**config.mk**
```make
export PLATFORM = sky130hd
export DESIGN_NAME = phy_window_engine
export DESIGN_NICKNAME = d
export VERILOG_FILES = /design/src/rtl/pwe_pkg.sv /design/src/rtl/pwe_dev_table.sv /design/src/rtl/pwe_poll_pacer.sv /design/src/rtl/pwe_win_access.sv /design/src/rtl/phy_window_engine.sv
export SDC_FILE = /design/constraint.sdc
export NUM_CORES = 1
export LEC_CHECK = 0
export BUFFER_PORTS_ARGS = -buffer_cell sky130_fd_sc_hd__buf_2
export CAP_MARGIN = 20
export CORE_ASPECT_RATIO = 1.25
export CORE_MARGIN = 3
export CORE_UTILIZATION = 45
export CTS_BUF_LIST = sky130_fd_sc_hd__clkbuf_2 sky130_fd_sc_hd__clkbuf_4 sky130_fd_sc_hd__clkbuf_8
export DETAILED_ROUTE_END_ITERATION = 8
export PLACE_DENSITY = 0.71
export SLEW_MARGIN = 20
export SYNTH_ARGS = -nofsm -noshare
export SYNTH_HDL_FRONTEND = slang
export SYNTH_SLANG_ARGS = --single-unit
```
**constraint.sdc**
```tcl
create_clock -name clk -period 6.88 [get_ports clk]
set_input_delay 1.376 -clock clk [delete_from_list [all_inputs] [get_ports clk]]
set_output_delay 1.376 -clock clk [all_outputs]
set_load 0.02 [all_outputs]
```
**src/rtl/pwe_pkg.sv**
```systemverilog
package pwe_pkg;

  localparam int unsigned IADDR_W = 16;
  localparam int unsigned DATA_W  = 16;
  localparam int unsigned BUS_AW  = 12;
  localparam int unsigned DEV_W   = 5;

  // command registers behind the window
  localparam logic [IADDR_W-1:0] REG_CTL = 16'h80A0;
  localparam logic [IADDR_W-1:0] REG_ADR = 16'h80A1;
  localparam logic [IADDR_W-1:0] REG_DAT = 16'h80A2;

  localparam logic [BUS_AW-1:0] PAGE_SEL_OFF = 12'h800;

  localparam logic [DATA_W-1:0] CMD_START_RD = 16'h0001;
  localparam logic [DATA_W-1:0] CMD_START_WR = 16'h0003;

  // device number above the upper seven address bits
  function automatic logic [DATA_W-1:0] page_word(input logic [DEV_W-1:0] dev,
                                                  input logic [IADDR_W-1:0] ia);
    return {4'b0000, dev, ia[15:9]};
  endfunction

  // word-aligned byte offset of the low nine address bits
  function automatic logic [BUS_AW-1:0] win_off(input logic [IADDR_W-1:0] ia);
    return {1'b0, ia[8:0], 2'b00};
  endfunction

  typedef enum logic [2:0] {
    S_IDLE, S_POLL, S_GAP, S_SETADR, S_SETDAT, S_KICK, S_FETCH
  } seq_t;

  typedef enum logic [2:0] {
    A_IDLE, A_PAGE, A_PAGE_W, A_WIN, A_WIN_W
  } acc_t;

endpackage

```
**src/rtl/pwe_dev_table.sv**
```systemverilog
module pwe_dev_table
  import pwe_pkg::*;
#(
  parameter int unsigned NUM_PORTS = 4,
  parameter int unsigned PORT_W    = 2,
  parameter logic [NUM_PORTS*DEV_W-1:0] DEV_TABLE = '0
) (
  input  logic [PORT_W-1:0] port,
  output logic [DEV_W-1:0]  dev
);

  logic [DEV_W-1:0] entry [NUM_PORTS];

  for (genvar g = 0; g < NUM_PORTS; g++) begin : g_entry
    assign entry[g] = DEV_TABLE[g*DEV_W +: DEV_W];
  end

  always_comb begin
    dev = '0;
    for (int i = 0; i < NUM_PORTS; i++) begin
      if (32'(port) == i) dev = entry[i];
    end
  end

endmodule

```
**src/rtl/pwe_poll_pacer.sv**
```systemverilog
module pwe_poll_pacer #(
  parameter int unsigned GAP_CYCLES = 4,
  parameter int unsigned LIMIT_W    = 16
) (
  input  logic               clk,
  input  logic               rst_n,
  input  logic               restart,
  input  logic               busy_hit,
  input  logic [LIMIT_W-1:0] limit,
  output logic               gap_wait,
  output logic               exhausted
);

  localparam int unsigned GAP_W = $clog2(GAP_CYCLES + 1);

  // true when one more busy response reaches the limit (limit 0 acts as 1)
  function automatic logic at_limit(input logic [LIMIT_W-1:0] seen,
                                    input logic [LIMIT_W-1:0] lim);
    logic [LIMIT_W:0] next_seen;
    next_seen = {1'b0, seen} + {{LIMIT_W{1'b0}}, 1'b1};
    return next_seen >= {1'b0, lim};
  endfunction

  logic [LIMIT_W-1:0] busy_seen;
  logic [GAP_W-1:0]   gap_cnt;

  always_ff @(posedge clk) begin
    if (!rst_n) begin
      busy_seen <= '0;
      gap_cnt   <= '0;
    end else begin
      if (restart)       busy_seen <= '0;
      else if (busy_hit) busy_seen <= busy_seen + 1'b1;

      if (busy_hit)            gap_cnt <= GAP_W'(GAP_CYCLES);
      else if (gap_cnt != '0)  gap_cnt <= gap_cnt - 1'b1;
    end
  end

  assign gap_wait  = (gap_cnt != '0);
  assign exhausted = at_limit(busy_seen, limit);


  gap_after_busy_chk: assert property (@(posedge clk) disable iff (!rst_n)
    busy_hit |=> gap_wait);

endmodule

```
**src/rtl/pwe_win_access.sv**
```systemverilog
module pwe_win_access
  import pwe_pkg::*;
(
  input  logic               clk,
  input  logic               rst_n,
  input  logic               go,
  input  logic [DEV_W-1:0]   dev,
  input  logic [IADDR_W-1:0] iaddr,
  input  logic               we,
  input  logic [DATA_W-1:0]  wdata,
  output logic               acc_done,
  output logic [DATA_W-1:0]  acc_rdata,
  output logic               bus_req,
  output logic               bus_we,
  output logic [BUS_AW-1:0]  bus_addr,
  output logic [DATA_W-1:0]  bus_wdata,
  input  logic               bus_ack,
  input  logic [DATA_W-1:0]  bus_rdata
);

  acc_t               st;
  logic [DEV_W-1:0]   dev_q;
  logic [IADDR_W-1:0] ia_q;
  logic               we_q;
  logic [DATA_W-1:0]  wd_q;
  logic               page_phase;
  logic               win_phase;

  always_ff @(posedge clk) begin
    if (!rst_n) begin
      st        <= A_IDLE;
      acc_done  <= 1'b0;
      acc_rdata <= '0;
      dev_q     <= '0;
      ia_q      <= '0;
      we_q      <= 1'b0;
      wd_q      <= '0;
    end else begin
      acc_done <= 1'b0;
      case (st)
        A_IDLE: if (go) begin
          dev_q <= dev;
          ia_q  <= iaddr;
          we_q  <= we;
          wd_q  <= wdata;
          st    <= A_PAGE;
        end
        A_PAGE:   st <= A_PAGE_W;
        A_PAGE_W: if (bus_ack) st <= A_WIN;
        A_WIN:    st <= A_WIN_W;
        A_WIN_W: if (bus_ack) begin
          st        <= A_IDLE;
          acc_done  <= 1'b1;
          acc_rdata <= we_q ? '0 : bus_rdata;
        end
        default: st <= A_IDLE;
      endcase
    end
  end

  always_comb begin
    page_phase = (st == A_PAGE);
    win_phase  = (st == A_WIN);
    bus_req    = page_phase | win_phase;
    bus_we     = page_phase | we_q;
    bus_addr   = page_phase ? PAGE_SEL_OFF : win_off(ia_q);
    bus_wdata  = page_phase ? page_word(dev_q, ia_q) : (we_q ? wd_q : '0);
  end


  req_single_cycle_chk: assert property (@(posedge clk) disable iff (!rst_n)
    bus_req |=> !bus_req);


  go_when_idle_chk: assert property (@(posedge clk) disable iff (!rst_n)
    go |-> (st == A_IDLE));


  page_before_window_chk: assert property (@(posedge clk) disable iff (!rst_n)
    win_phase |-> $past(bus_ack));


  page_is_write_chk: assert property (@(posedge clk) disable iff (!rst_n)
    (bus_req && bus_addr == PAGE_SEL_OFF) |-> bus_we);

endmodule

```
**src/rtl/phy_window_engine.sv**
```systemverilog
module phy_window_engine
  import pwe_pkg::*;
#(
  parameter int unsigned NUM_PORTS = 4,
  parameter int unsigned POLL_GAP  = 4,
  parameter int unsigned LIMIT_W   = 16,
  parameter logic [NUM_PORTS*5-1:0] DEV_TABLE = {5'd22, 5'd9, 5'd17, 5'd4},
  localparam int unsigned PORT_W = (NUM_PORTS > 1) ? $clog2(NUM_PORTS) : 1
) (
  input  logic               clk,
  input  logic               rst_n,
  input  logic [LIMIT_W-1:0] poll_limit,
  input  logic               req_valid,
  output logic               req_ready,
  input  logic [PORT_W-1:0]  req_port,
  input  logic [15:0]        req_addr,
  input  logic               req_write,
  input  logic [15:0]        req_wdata,
  output logic               done,
  output logic               err,
  output logic [15:0]        rdata,
  output logic               bus_req,
  output logic               bus_we,
  output logic [11:0]        bus_addr,
  output logic [15:0]        bus_wdata,
  input  logic               bus_ack,
  input  logic [15:0]        bus_rdata
);

  seq_t               st;
  logic               launched;
  logic               phase2;
  logic [IADDR_W-1:0] addr_q;
  logic [DATA_W-1:0]  wd_q;
  logic               wr_q;
  logic [DEV_W-1:0]   dev_q;
  logic [LIMIT_W-1:0] limit_q;

  logic [DEV_W-1:0]   port_dev;
  logic               accept;
  logic               in_step;
  logic               go;
  logic [IADDR_W-1:0] step_addr;
  logic               step_we;
  logic [DATA_W-1:0]  step_wd;
  logic               acc_done;
  logic [DATA_W-1:0]  acc_rdata;
  logic               busy_hit;
  logic               restart;
  logic               gap_wait;
  logic               exhausted;

  pwe_dev_table #(
    .NUM_PORTS (NUM_PORTS),
    .PORT_W    (PORT_W),
    .DEV_TABLE (DEV_TABLE)
  ) u_table (
    .port (req_port),
    .dev  (port_dev)
  );

  assign req_ready = (st == S_IDLE);
  assign accept    = req_valid && req_ready;

  always_comb begin
    in_step   = 1'b1;
    step_addr = REG_CTL;
    step_we   = 1'b0;
    step_wd   = '0;
    case (st)
      S_POLL:   ;
      S_SETADR: begin step_addr = REG_ADR; step_we = 1'b1; step_wd = addr_q; end
      S_SETDAT: begin step_addr = REG_DAT; step_we = 1'b1; step_wd = wd_q;   end
      S_KICK:   begin step_we = 1'b1; step_wd = wr_q ? CMD_START_WR : CMD_START_RD; end
      S_FETCH:  step_addr = REG_DAT;
      default:  in_step = 1'b0;
    endcase
  end

  assign go       = in_step && !launched;
  assign busy_hit = (st == S_POLL) && acc_done && acc_rdata[0];
  assign restart  = accept || ((st == S_KICK) && acc_done && !wr_q);

  pwe_win_access u_access (
    .clk       (clk),
    .rst_n     (rst_n),
    .go        (go),
    .dev       (dev_q),
    .iaddr     (step_addr),
    .we        (step_we),
    .wdata     (step_wd),
    .acc_done  (acc_done),
    .acc_rdata (acc_rdata),
    .bus_req   (bus_req),
    .bus_we    (bus_we),
    .bus_addr  (bus_addr),
    .bus_wdata (bus_wdata),
    .bus_ack   (bus_ack),
    .bus_rdata (bus_rdata)
  );

  pwe_poll_pacer #(
    .GAP_CYCLES (POLL_GAP),
    .LIMIT_W    (LIMIT_W)
  ) u_pacer (
    .clk       (clk),
    .rst_n     (rst_n),
    .restart   (restart),
    .busy_hit  (busy_hit),
    .limit     (limit_q),
    .gap_wait  (gap_wait),
    .exhausted (exhausted)
  );

  always_ff @(posedge clk) begin
    if (!rst_n) begin
      st       <= S_IDLE;
      launched <= 1'b0;
      phase2   <= 1'b0;
      addr_q   <= '0;
      wd_q     <= '0;
      wr_q     <= 1'b0;
      dev_q    <= '0;
      limit_q  <= '0;
      done     <= 1'b0;
      err      <= 1'b0;
      rdata    <= '0;
    end else begin
      done <= 1'b0;
      err  <= 1'b0;
      if (go)       launched <= 1'b1;
      if (acc_done) launched <= 1'b0;
      case (st)
        S_IDLE: if (accept) begin
          addr_q  <= req_addr;
          wd_q    <= req_wdata;
          wr_q    <= req_write;
          dev_q   <= port_dev;
          limit_q <= poll_limit;
          phase2  <= 1'b0;
          st      <= S_POLL;
        end
        S_POLL: if (acc_done) begin
          if (!acc_rdata[0]) begin
            st <= phase2 ? S_FETCH : S_SETADR;
          end else if (exhausted) begin
            done  <= 1'b1;
            err   <= 1'b1;
            rdata <= '0;
            st    <= S_IDLE;
          end else begin
            st <= S_GAP;
          end
        end
        S_GAP:    if (!gap_wait) st <= S_POLL;
        S_SETADR: if (acc_done) st <= wr_q ? S_SETDAT : S_KICK;
        S_SETDAT: if (acc_done) st <= S_KICK;
        S_KICK: if (acc_done) begin
          if (wr_q) begin
            done  <= 1'b1;
            rdata <= '0;
            st    <= S_IDLE;
          end else begin
            phase2 <= 1'b1;
            st     <= S_POLL;
          end
        end
        S_FETCH: if (acc_done) begin
          done  <= 1'b1;
          rdata <= acc_rdata;
          st    <= S_IDLE;
        end
        default: st <= S_IDLE;
      endcase
    end
  end


  done_one_cycle_chk: assert property (@(posedge clk) disable iff (!rst_n)
    done |=> !done);


  err_with_done_chk: assert property (@(posedge clk) disable iff (!rst_n)
    err |-> done);


  quiet_gap_chk: assert property (@(posedge clk) disable iff (!rst_n)
    (st == S_GAP) |-> !bus_req);


  busy_after_accept_chk: assert property (@(posedge clk) disable iff (!rst_n)
    accept |=> !req_ready);


  no_op_after_finish_chk: assert property (@(posedge clk) disable iff (!rst_n)
    done |-> !bus_req);

endmodule

```
* After elaboration in Yosys (flattened, before gate mapping)
Cells that the tools add are included.
** Storage, ports and cells
- Register bits :: 154
- Logic and storage cells :: 137
** Operators by class
- Add/sub/neg operators :: 3
- $lt $le $gt $ge :: 1
- Equal/unequal tests :: 27
- Multiplexer cells :: 51
- Bitwise logic cells :: 3
- Reductions and logical operators :: 31
** Operators by type and width (count)
- $mux 16 :: 9
- $pmux 16 s3 :: 2
- $mux 3 :: 15
- $pmux 3 s7 :: 1
- $add 16x1->17 const B :: 1
- $ge 17x16->1 :: 1
- $add 16x1->16 const B :: 1
- $mux 5 :: 3
- $pmux 3 s5 :: 1
- $mux 1 :: 14
- $ne 2x1->1 const B :: 7
- $ne 2x2->1 const B :: 7
- $reduce_and 7->1 :: 2
- $eq 3x2->1 const B :: 4
- $eq 3x3->1 const B :: 4
- $mux 12 :: 1
- $reduce_and 2->1 :: 5
- $reduce_or 2->1 :: 4
- $eq 3x1->1 const B :: 2
- $logic_and 1x1->1 :: 6
- $logic_not 3->1 :: 2
- $reduce_bool 3->1 :: 2
- $reduce_or 5->1 :: 1
- $eq 2x2->1 const B :: 2
- other kinds (15) :: 19

* Logic depth before layout (Yosys ltp)
Gate-level depths: netlist of the first run.
- Depth after elaboration :: 6
- Mapped depth :: 12
- Depth with buffers taken out :: 11

* By module
A second synthesis of the first run with hierarchy kept.
** Unflattened totals
- Cell total of the unflattened synthesis :: 912
- Area, all modules :: 7508.5 um^2
** By module, submodules not included
- phy_window_engine :: instances 1, cells each 399, area each 3106.7 um^2, sequential area each 1541.5 um^2
- pwe_win_access :: instances 1, cells each 314, area each 2778.9 um^2, sequential area each 1161.1 um^2
- pwe_poll_pacer :: instances 1, cells each 192, area each 1567.8 um^2, sequential area each 380.4 um^2
- pwe_dev_table :: instances 1, cells each 7, area each 55.1 um^2, sequential area each 0.0 um^2

* Worst setup path after synthesis of the first run
No wires, ideal clock.
- Path kind :: reg2out
- Start :: reg u_access.st[0]
- End :: out bus_addr[9]
- Arrival :: 1.638 ns
- Data required time :: 5.504 ns
- Setup slack :: 3.866 ns
- Cell stages (with the launch flop) :: 6
- Cell sequence :: dfxtp_1 > nor2b_1 > nand2b_1 > clkbuf_1 > and2_1 > buf_4
** On the way
- Longest elaborated chain between the ends :: 2
** RTL lines
- from (decl) :: line pwe_win_access.sv:21 : acc_t st;
- from (signal assigned) :: line pwe_win_access.sv:31 : st <= A_IDLE;
- from (signal assigned) :: line pwe_win_access.sv:46 : st <= A_PAGE;
- from (signal assigned) :: line pwe_win_access.sv:48 : A_PAGE: st <= A_PAGE_W;
- $eq 3x1->1 :: line pwe_win_access.sv:62 : page_phase = (st == A_PAGE);
- $mux 12 :: line pwe_win_access.sv:66 : bus_addr = page_phase ? PAGE_SEL_OFF : win_off(ia_q);
- to (decl) :: line phy_window_engine.sv:24 : output logic [11:0] bus_addr,
Every way passes these cells.

==> results by group, run 1 <==
Run status
  – Status: finished clean

Critical path
  – Crit path cell chain: buf_2 -> clkinv_2 -> buf_4 -> nor2_2 -> a32oi_1 -> o21ai_0
  – Max FO, Critical Path: 62
  – Req. time, crit path: 7.23 ns
  – CP max-delay cell: clkinv_2
  – Top Family by Delay on Critical Path: buffers and inverters
  – WS Path Type: input port to register
  – Critical path buffer and inverter count: 3
  – Worst path max stage delay: 0.62 ns
  – Setup crit start: rst_n
  – R2r startpoint: u_pacer.busy_seen[0]$_SDFFE_PP0P_
  – Arrival time worst endpoint: 3.93 ns
  – Worst Setup End Kind: register
  – Startpoint Class: input port

Pwr
  – Max VDD drop: 0.000125 V
  – Power Internal: 1.37 mW
  – Leak: 3.04 nW
  – Sequential share of power: 47.4%
  – Sw Ratio: 31.0%
  – Logic pwr share: 18.8%
  – Power Density: 265 mW/mm²
  – Clock power frac: 33.8%
  – NetSw: 614 µW

Synth
  – Syn_area_per_cell: 8.47 µm²
  – Synth area leader: dfxtp_1
  – #FFs+latches synth: 141
  – Top-count cell post-synth: dfxtp_1
  – Syn Inst Count: 775
  – Post-synth top cells: 141 x dfxtp_1, 140 x nand2_1, 72 x a21oi_1, 58 x nor2_1, 29 x inv_1
  – Mapped cell area: 0.00656 mm²
  – Async SR Flop Fraction: 0%
  – Synthesis Warnings: 0
  – Number of synthesized flops with an enable pin: 0
  – Synth top area share: 43.0%
  – Top_reg_cell synth: dfxtp_1
  – Top cells by area, synth: dfxtp_1 43%, nand2_1 8.0%, a21oi_1 5.5%
  – Post-synthesis cell type count: 52
  – Seq/Total Area, Yosys: 43.0%

Clock tree
  – # clock sinks: 141
  – CTS clock-pin slew for the worst setup and hold paths: 0.08 ns
  – Worst-skew pair later-pin latency: 0.44 ns
  – Setup Buffers After CTS: 0
  – H-tree depth: 4
  – CTS max path bufs: 2
  – Post-CTS sizing: 0
  – CTS root buffer: clkbuf_8
  – CTS tree: done
  – Hold buffer count at cts: 0
  – Total CTS buffers: 17

Routing
  – Vias: 5,551
  – Post-DRT Antenna Nets: 0
  – Via-to-Cell Ratio: 5.34
  – First drt pass iteration count: 4
  – Routed WL: 14,900 µm
  – DRC errors left: 0
  – Starting DRT DRC Count: 251
  – Wirelength per Cell: 14.4 µm

Die
  – Rows: 48
  – Initial Util: 46.7%
  – Core area: 0.0141 mm²
  – Num ports: 120
  – Chip height: 141 µm
  – Die area: 0.0161 mm²
  – Die W: 114 µm

STA
  – Final Skew: 0.0137 ns
  – Worst Max-Slew Pin Slew: 0.944 ns
  – Fmax: 279 MHz
  – Pins Over Slew Limit: 0
  – Hold Vio Cnt, Final: 0
  – Final setup vio count: 0
  – RSZ-0062 raised after global routing: false
  – Fin crit share: 52.1%
  – Final min period: 3.58 ns
  – Post-Route Setup TNS: 0 ns
  – Final setup margin: 3.30 ns
  – Rel. slew slack: 36.8%

Placed design
  – GP Congestion: 0.753
  – IO buf count: 112
  – Pre-CTS WS: 2.94 ns
  – HPWL after detailed placement: 9770 µm

Global routing
  – First-pass GRT wire length: 24,600 µm
  – Total global-route track usage: 18.6%
  – Vias in the first global route: 5,181
  – Largest net degree at the start of global routing: 63
  – Initial antenna violation count: 0
  – Global route overflow: 0

Final layout
  – Share of cells above drive strength 1: 20.9%
  – Final Net Count: 946
  – Area added between synthesis and finish: 13.9%
  – Layout fillers: 1,391
  – Number of diodes: 0

Flow run
  – Number of max-cap violations: 0

Worst hold path
  – Worst hold path type: register to register
  – Hold Path Origin: u_access.acc_rdata[9]$_SDFFE_PN0P_
final timing paths:
check                                       end  slack, ns  cells past startpoint
max reg2reg              rdata[14]$_SDFFE_PN0P_       3.35                     10
max                      rdata[14]$_SDFFE_PN0P_       3.30                      6
min          u_access.acc_rdata[9]$_SDFFE_PN0P_       0.45                      2
min reg2reg  u_access.acc_rdata[9]$_SDFFE_PN0P_       0.45                      2
metal layers:
layer	track usage, %	vias to the layer above	share of wire [%]
met3	4.08	18	5.3
met4	5.94	0	1.3
met5	0	-	0
met1	23.7	2595	45
met2	31.3	129	49
li1	-	2809	-
power groups by stage:
stage	Clock (mW)	Sequential, mW	Combinational [mW]
detailed placement	0	0.955	0.368
floorplan	0	0.928	0.317
CTS	0.687	0.937	0.369
finish	0.670	0.939	0.372
global route	0.720	0.949	0.423
global placement	0	0.954	0.360
area by class of cell:
cell class,count,area [µm²],share of cell area (%)
clock buffer,20,269,3.60
sequential,141,2820,37.8
timing repair buffer,117,618,8.27
tap,175,219,2.93
clock inverter,12,135,1.81
multi-input combinational,546,3300,44.2
inverter,29,110,1.47
registers in the layout (all words and copies together) (netlist names), 3 cells and up:
register            count
addr_q                 16
dev_q                   5
limit_q                16
rdata                  16
st                      3
u_access.acc_rdata     16
u_access.dev_q          5
u_access.ia_q           3
u_access.st             3
u_access.wd_q          16
u_pacer.busy_seen      16
u_pacer.gap_cnt         3
wd_q                   16
logic make-up (layout without fill, tap and decap cells):
group / count (synthesis) / count (layout) / share of synthesized area (%)
adder cells (fa/ha/maj): 23 / 23 / 4.38
AND/OR/NAND/NOR: 296 / 296 / 20.9
XOR/XNOR: 28 / 28 / 3.74
AO/OA/AOI/OAI: 181 / 181 / 19.0
flip-flops: 141 / 141 / 43.0
other: 1 / 7 / 0.0571
buffers and inverters: 94 / 178 / 7.28
multiplexers: 11 / 11 / 1.68
cell usage in the layout (no fill, tap or decap), drive strengths merged, types with 2 or more instances in the layout:
cell / instances
a21o: 4
nand2: 140
o21a: 2
xnor2: 14
nand2b: 3
nor3: 13
nor3b: 2
inv: 31
a32oi: 18
a21oi: 72
dfxtp: 141
clkbuf: 20
nand3b: 4
nor2b: 2
nand4: 7
ha: 23
a22oi: 17
and2: 5
and3: 17
conb: 7
a211oi: 18
xor2: 14
or3: 6
clkinv: 4
mux2i: 11
o21ai: 32
a22o: 13
nor4: 2
bufinv: 2
and2b: 2
clkinvlp: 4
and4: 3
buf: 117
nor2: 59
nand3: 29
through the flow:
| stage | util [%] | cell area, µm² | power (mW) | instances | hold WS, ns |
|---|---|---|---|---|---|
| final | 53.2 | 7480 | 1.98 | 1040 | 0.453 |
| after global routing | 53.2 | 7480 | 2.09 | 1040 | 0.471 |
| after CTS | 53.0 | 7440 | 1.99 | 1039 | 0.457 |
| after detailed placement | 50.1 | 7040 | 1.32 | 1007 | 0.447 |
| after global placement | 50.0 | 7030 | 1.31 | 1007 | 0.441 |
| after floorplan | - | 6590 | 1.25 | 781 | 0.432 |
worst reg2reg max path: stages (launching register included):
cell and delay [ns]:
dfxtp_1 0.43, ha_1 0.25, nand3_1 0.24, nor2_1 0.57, xor2_1 0.14, ha_1 0.32, nand4_1 0.15, nor3_1 0.25
a2111oi_2 0.10, o211ai_2 0.69, o21ai_0 0.24
No activity file was read; power rests on OpenSTA's default activity.
==> inputs of run 2 (changes only) <==
--- a/config.mk
+++ b/config.mk
@@ -12,7 +12,7 @@
 export CORE_UTILIZATION = 45
 export CTS_BUF_LIST = sky130_fd_sc_hd__clkbuf_2 sky130_fd_sc_hd__clkbuf_4 sky130_fd_sc_hd__clkbuf_8
 export DETAILED_ROUTE_END_ITERATION = 8
-export PLACE_DENSITY = 0.71
+export PLACE_DENSITY = 0.73
 export SLEW_MARGIN = 20
 export SYNTH_ARGS = -nofsm -noshare
 export SYNTH_HDL_FRONTEND = slang
==> constraint.sdc (replaced) <==
create_clock -name clk -period 3.15 [get_ports clk]
set_input_delay 0.63 -clock clk [delete_from_list [all_inputs] [get_ports clk]]
set_output_delay 0.63 -clock clk [all_outputs]
set_load 0.02 [all_outputs]
==> results by group, run 2 (same netlist as run 1, synthesis figures left out) <==
Critical path
  – Reg2Reg Setup Slack: 0.37 ns (-2.98 ns)
  – Startpoint Class: register
  – Top Family by Delay on Critical Path: simple AND/OR/NAND/NOR gates
  – R2R cell count: 12 (+2)
  – Max FO, Critical Path: 18 (-71%)
  – Worst path max stage delay: 0.41 ns (-0.21 ns)
  – Critical path buffer and inverter count: 2 (-1)
  – WS Path Type: register to register
  – Req. time, crit path: 3.50 ns (-3.73 ns)
  – CP max-delay cell: dfxtp_1
  – R2r startpoint: u_pacer.busy_seen[0]$_SDFFE_PP0P_
  – Critical register-to-register path endpoint: err$_SDFF_PN0_
  – Arrival time worst endpoint: 3.13 ns (-0.80 ns)
  – Crit path cell chain: ha_1 -> nand3_1 -> nor2_1 -> buf_4 -> xor2_1 -> ha_1 -> nand4_1 -> nor3_1 -> a2111oi_2 -> o211ai_2 -> buf_4 -> and3_1
  – Worst Setup End Kind: register

STA
  – Hold Vio Cnt, Final: 0 (unchanged)
  – Fin Hold WS: 0.375 ns (-0.0777 ns)
  – RSZ-0062 raised after global routing: false
  – Fmax: 359 MHz
  – Post-Route Setup TNS: 0 ns (unchanged)
  – Final setup margin: 0.368 ns (-2.93 ns)
  – Worst Max-Slew Pin Slew: 0.908 ns (-0.0359 ns)
  – Pins Over Slew Limit: 0 (unchanged)
  – Final setup vio count: 0 (unchanged)
  – Fin crit share: 88.3%
  – Final min period: 2.78 ns
  – Rel. slew slack: 39.2% (+2.4 points)
  – Final Skew: 0.00921 ns (-0.00451 ns)

Routing
  – Wirelength per Cell: 14.2 µm (-1.1%)
  – Routed WL: 14,900 µm (about the same)
  – DRC errors left: 0 (unchanged)
  – Via-to-Cell Ratio: 5.26 (-1.5%)
  – Starting DRT DRC Count: 177 (-29%)
  – First drt pass iteration count: 5 (+1)
  – Post-DRT Antenna Nets: 0 (unchanged)
  – Vias: 5,530 (-0.38%)

Die
  – Initial Util: 46.7% (unchanged)
  – Core area: 0.0141 mm² (unchanged)
  – Die W: 114 µm (unchanged)
  – Chip height: 141 µm (unchanged)
  – Num ports: 120 (unchanged)
  – Die area: 0.0161 mm² (unchanged)
  – Rows: 48 (unchanged)

Clock tree
  – Setup Buffers After CTS: 0 (unchanged)
  – Hold buffer count at cts: 0 (unchanged)
  – H-tree depth: 4 (unchanged)
  – CTS tree: done
  – Total CTS buffers: 17 (unchanged)
  – Post-CTS sizing: 0 (unchanged)
  – CTS max path bufs: 2 (unchanged)
  – # clock sinks: 141 (unchanged)
  – Worst-skew pair later-pin latency: 0.46 ns (+0.02 ns)
  – CTS clock-pin slew for the worst setup and hold paths: 0.08 ns (about the same)
  – CTS root buffer: clkbuf_8

Final layout
  – Most common cell after layout, fill and taps aside: dfxtp_1
  – Area added between synthesis and finish: 13.7%
  – Share of cells above drive strength 1: 22.0% (+1.1 points)
  – Final core utilization: 53.1% (-0.11 points)
  – Layout fillers: 1,389 (-0.14%)
  – Highest-count cells in the layout ignoring fill and taps: 141 x dfxtp_1, 139 x nand2_1, 112 x buf_2, 72 x a21oi_1, 58 x nor2_1
  – Design area: 0.00746 mm² (-0.20%)
  – Final Net Count: 958 (+1.3%)
  – Number of diodes: 0 (unchanged)
  – Final Non-Filler Cells: 1,052 (+1.2%)

Pwr
  – Power, Total: 4.11 mW (+110%)
  – Leak: 3.06 nW (+0.66%)
  – Power Density: 551 mW/mm² (+110%)
  – Max VDD drop: 0.000329 V (+160%)

Worst hold path
  – Worst hold stages: 2 (unchanged)
  – Worst hold path type: input port to register
  – Hold Path Origin: bus_rdata[5]
  – WHS Endpoint: u_access.acc_rdata[5]$_SDFFE_PN0P_

Global routing
  – Largest net degree at the start of global routing: 61 (-3.2%)
  – Total global-route track usage: 19.2% (+0.61 points)
  – Vias in the first global route: 5,339 (+3.0%)
  – GR Util met1: 23.5% (-0.20 points)
  – Top Usage Layer GRT: met2
  – Met2 Track Usage GR: 31.7% (+0.46 points)
  – Met3 track demand over resource: 5.07% (+0.99 points)
  – Global route overflow: 0 (unchanged)
  – Initial antenna violation count: 0 (unchanged)
  – First-pass GRT wire length: 25,200 µm (+2.6%)

Flow run
  – Number of max-cap violations: 0 (unchanged)

Placed design
  – IO buf count: 112 (unchanged)
  – Pre-CTS WS: 0.393 ns (-2.54 ns)
  – GP Congestion: 0.795 (+5.6%)
  – Dpl cell area: 0.00713 mm² (+1.3%)
  – HPWL after detailed placement: 10,400 µm (+5.9%)
  – Post-Place Cells: 1,020 (+1.3%)

Run status
  – Status: finished clean
-- run 2: cell count changes in the layout (fill, tap and decap cells not counted), sizes merged --
cell and delta:
buf +12, clkinv +5, clkbuf -3, bufinv -2, clkinvlp +1, inv -1
-- run 2: power by group --
group | switching (mW) | internal, mW
Sequential | 0.0913 | 1.93
Combinational | 0.544 | 0.310
Clock | 0.704 | 0.535
-- run 2: worst max path at each step --
stage	start	end	slack [ns]	cells past startpoint
finish	u_pacer.busy_seen[0]$_SDFFE_PP0P_	err$_SDFF_PN0_	0.37	12
global route	u_pacer.busy_seen[0]$_SDFFE_PP0P_	rdata[2]$_SDFFE_PN0P_	0.18	12
CTS	u_pacer.busy_seen[0]$_SDFFE_PP0P_	err$_SDFF_PN0_	0.37	12
detailed placement	u_pacer.busy_seen[0]$_SDFFE_PP0P_	err$_SDFF_PN0_	0.39	12
global placement	u_pacer.busy_seen[0]$_SDFFE_PP0P_	err$_SDFF_PN0_	0.51	12
floorplan	u_pacer.busy_seen[0]$_SDFFE_PP0P_	done$_SDFF_PN0_	0.44	12
-- run 2: cell type report --
class                      instances  area, µm²  share of cell area, %
clock buffer                      17        234                   3.14
multi-input combinational        546       3290                   44.1
timing repair buffer             129        688                   9.22
tap                              175        219                   2.93
clock inverter                    15       98.8                   1.32
sequential                       141       2820                   37.8
inverter                          29        110                   1.48
-- run 2: layer usage --
metal	part of all wire, %	wire [µm]	vias to the layer above
met1	43	6420	2539
li1	-	-	2830
met5	0	0	-
met3	5.5	829	28
met2	49	7340	133
met4	2.4	363	0
==> inputs of run 3 (changes only) <==
--- a/config.mk
+++ b/config.mk
@@ -7,12 +7,13 @@
 export LEC_CHECK = 0
 export BUFFER_PORTS_ARGS = -buffer_cell sky130_fd_sc_hd__buf_2
 export CAP_MARGIN = 20
-export CORE_ASPECT_RATIO = 1.25
+export CORE_ASPECT_RATIO = 0.75
 export CORE_MARGIN = 3
 export CORE_UTILIZATION = 45
 export CTS_BUF_LIST = sky130_fd_sc_hd__clkbuf_2 sky130_fd_sc_hd__clkbuf_4 sky130_fd_sc_hd__clkbuf_8
 export DETAILED_ROUTE_END_ITERATION = 8
 export PLACE_DENSITY = 0.73
+export SETUP_SLACK_MARGIN = 0.4
 export SLEW_MARGIN = 20
 export SYNTH_ARGS = -nofsm -noshare
 export SYNTH_HDL_FRONTEND = slang
==> results by group, run 3 (same netlist as run 1, synthesis figures left out) <==
Die
  – Die W: 145 µm (+28%)
  – Rows: 37 (-23%)
  – Initial Util: 46.9% (+0.24 points)
  – Die area: 0.0161 mm² (about the same)
  – Chip height: 111 µm (-22%)
  – Core area: 0.0140 mm² (-0.52%)
  – Num ports: 120 (unchanged)

STA
  – Worst Max-Slew Pin Slew: 0.958 ns (+0.0501 ns)
  – Final setup vio count: 0 (unchanged)
  – RSZ-0062 raised after global routing: true
  – Post-Route Setup TNS: 0 ns (unchanged)
  – Pins Over Slew Limit: 0 (unchanged)
  – Hold Vio Cnt, Final: 0 (unchanged)
  – Final Skew: 0.0113 ns (+0.00212 ns)
  – Fin Hold WS: 0.376 ns (+0.000395 ns)
  – Rel. slew slack: 35.9% (-3.3 points)
  – Fin crit share: 84.9% (-3.4 points)
  – Fmax: 374 MHz (+4.0%)
  – Final min period: 2.68 ns (-0.107 ns)

Routing
  – Wirelength per Cell: 14.4 µm (+1.2%)
  – Vias: 5,516 (-0.25%)
  – Post-DRT Antenna Nets: 0 (unchanged)
  – Via-to-Cell Ratio: 5.12 (-2.7%)
  – DRC errors left: 0 (unchanged)
  – Routed WL: 15,500 µm (+3.7%)
  – First drt pass iteration count: 4 (-1)
  – Starting DRT DRC Count: 249 (+41%)

Pwr
  – Power Density: 555 mW/mm² (+0.63%)
  – Leak: 3.12 nW (+1.9%)
  – Power, Total: 4.26 mW (+3.7%)
  – Max VDD drop: 0.000275 V (-17%)

Placed design
  – IO buf count: 112 (unchanged)
  – Post-Place Cells: 1,036 (+1.6%)
  – GP Congestion: 0.861 (+8.3%)
  – HPWL after detailed placement: 10,100 µm (-2.0%)

Final layout
  – Final Net Count: 964 (+0.63%)
  – Most common cell after layout, fill and taps aside: nand2_1
  – Highest-count cells in the layout ignoring fill and taps: 138 x nand2_1, 132 x dfxtp_1, 112 x buf_2, 72 x a21oi_1, 57 x nor2_1
  – Area added between synthesis and finish: 17.1%
  – Final Non-Filler Cells: 1,078 (+2.5%)
  – Layout fillers: 1,342 (-3.4%)
  – Final core utilization: 55.0% (+1.9 points)
  – Share of cells above drive strength 1: 24.9% (+2.9 points)
  – Number of diodes: 0 (unchanged)

Worst hold path
  – Worst hold path type: input port to register

Global routing
  – Vias in the first global route: 5,158 (-3.4%)
  – Global route overflow: 0 (unchanged)
  – Largest net degree at the start of global routing: 79 (+30%)
  – Initial antenna violation count: 0 (unchanged)
  – Total global-route track usage: 18.7% (-0.53 points)
  – First-pass GRT wire length: 25,000 µm (-0.71%)

Critical path
  – Req. time, crit path: 3.49 ns (about the same)
  – Worst Setup End Kind: register
  – Crit path cell chain: ha_4 -> nand3_1 -> buf_6 -> nor2_2 -> xor2_1 -> ha_1 -> nand4_1 -> or3_1 -> o21a_2 -> o211ai_4 -> buf_4 -> o21ai_1
  – Startpoint Class: register
  – WS Path Type: register to register
  – CP max-delay cell: or3_1
  – Worst path max stage delay: 0.43 ns (+0.02 ns)
  – Max FO, Critical Path: 6 (-12)
  – Arrival time worst endpoint: 3.01 ns (-0.12 ns)

Clock tree
  – H-tree depth: 4 (unchanged)
  – Total CTS buffers: 17 (unchanged)
  – CTS clock-pin slew for the worst setup and hold paths: 0.08 ns (about the same)
  – Hold buffer count at cts: 0 (unchanged)
  – # clock sinks: 141 (unchanged)
  – CTS tree: done
  – Worst-skew pair later-pin latency: 0.46 ns (about the same)
  – CTS root buffer: clkbuf_8
  – CTS max path bufs: 2 (unchanged)

Flow run
  – Number of max-cap violations: 0 (unchanged)

Run status
  – Status: finished clean
[run 3: final timing paths]
path	cells past startpoint	startpoint	slack [ns]	end
worst max register to register	12	u_pacer.busy_seen[0]$_SDFFE_PP0P_	0.47	rdata[8]$_SDFFE_PN0P_
worst min register to register	2	limit_q[5]$_SDFFE_PN0P_	0.46	limit_q[5]$_SDFFE_PN0P_
worst min-delay path	2	bus_rdata[13]	0.38	u_access.acc_rdata[13]$_SDFFE_PN0P_
worst max-delay path	12	u_pacer.busy_seen[0]$_SDFFE_PP0P_	0.47	rdata[8]$_SDFFE_PN0P_
[run 3: what timing repair did]
item / in CTS / in global routing
cloned: 1 / 1
buffers inserted: 3 / 5
setup endpoints to repair: 12 / 25
pin swaps: 3 / 15
gates resized for setup: 5 / 34
[run 3: metrics by stage]
step	area [µm²]	setup WS (ns)
after CTS	7560	0.422
final	7690	0.475
after global routing	7690	0.330
after floorplan	6590	0.437
after detailed placement	7140	0.303
after global placement	7140	0.377
[run 3: layout make-up]
type / instances / area [µm²] / area share (%)
multi-input combinational: 547 / 3380 / 43.9
inverter: 29 / 114 / 1.48
sequential: 141 / 2840 / 37.0
clock inverter: 13 / 106 / 1.38
timing repair buffer: 133 / 738 / 9.60
timing repair inverter: 1 / 7.51 / 0.0977
tap: 195 / 244 / 3.17
clock buffer: 19 / 255 / 3.32
[run 3: layer usage]
metal / routed length, µm / up-vias / track usage [%]
li1: - / 2854 / -
met1: 7860 / 2512 / 27.2
met2: 6610 / 136 / 27.3
met3: 875 / 14 / 4.76
met4: 148 / 0 / 5.44
met5: 0 / - / 0
[run 3: worst max-delay path: cells and delay by family (launching register included)]
kind,cells,cell delay (ns)
adder cells (fa/ha/maj),2,0.45
buffers and inverters,2,0.34
XOR/XNOR,1,0.07
AND/OR/NAND/NOR,4,0.84
AO/OA/AOI/OAI,3,0.46
flip-flops,1,0.39
[run 3: where the power goes]
group	internal [mW]	switching [mW]
logic	0.334	0.555
registers	1.93	0.116
clock network	0.589	0.746
total	2.85	1.42
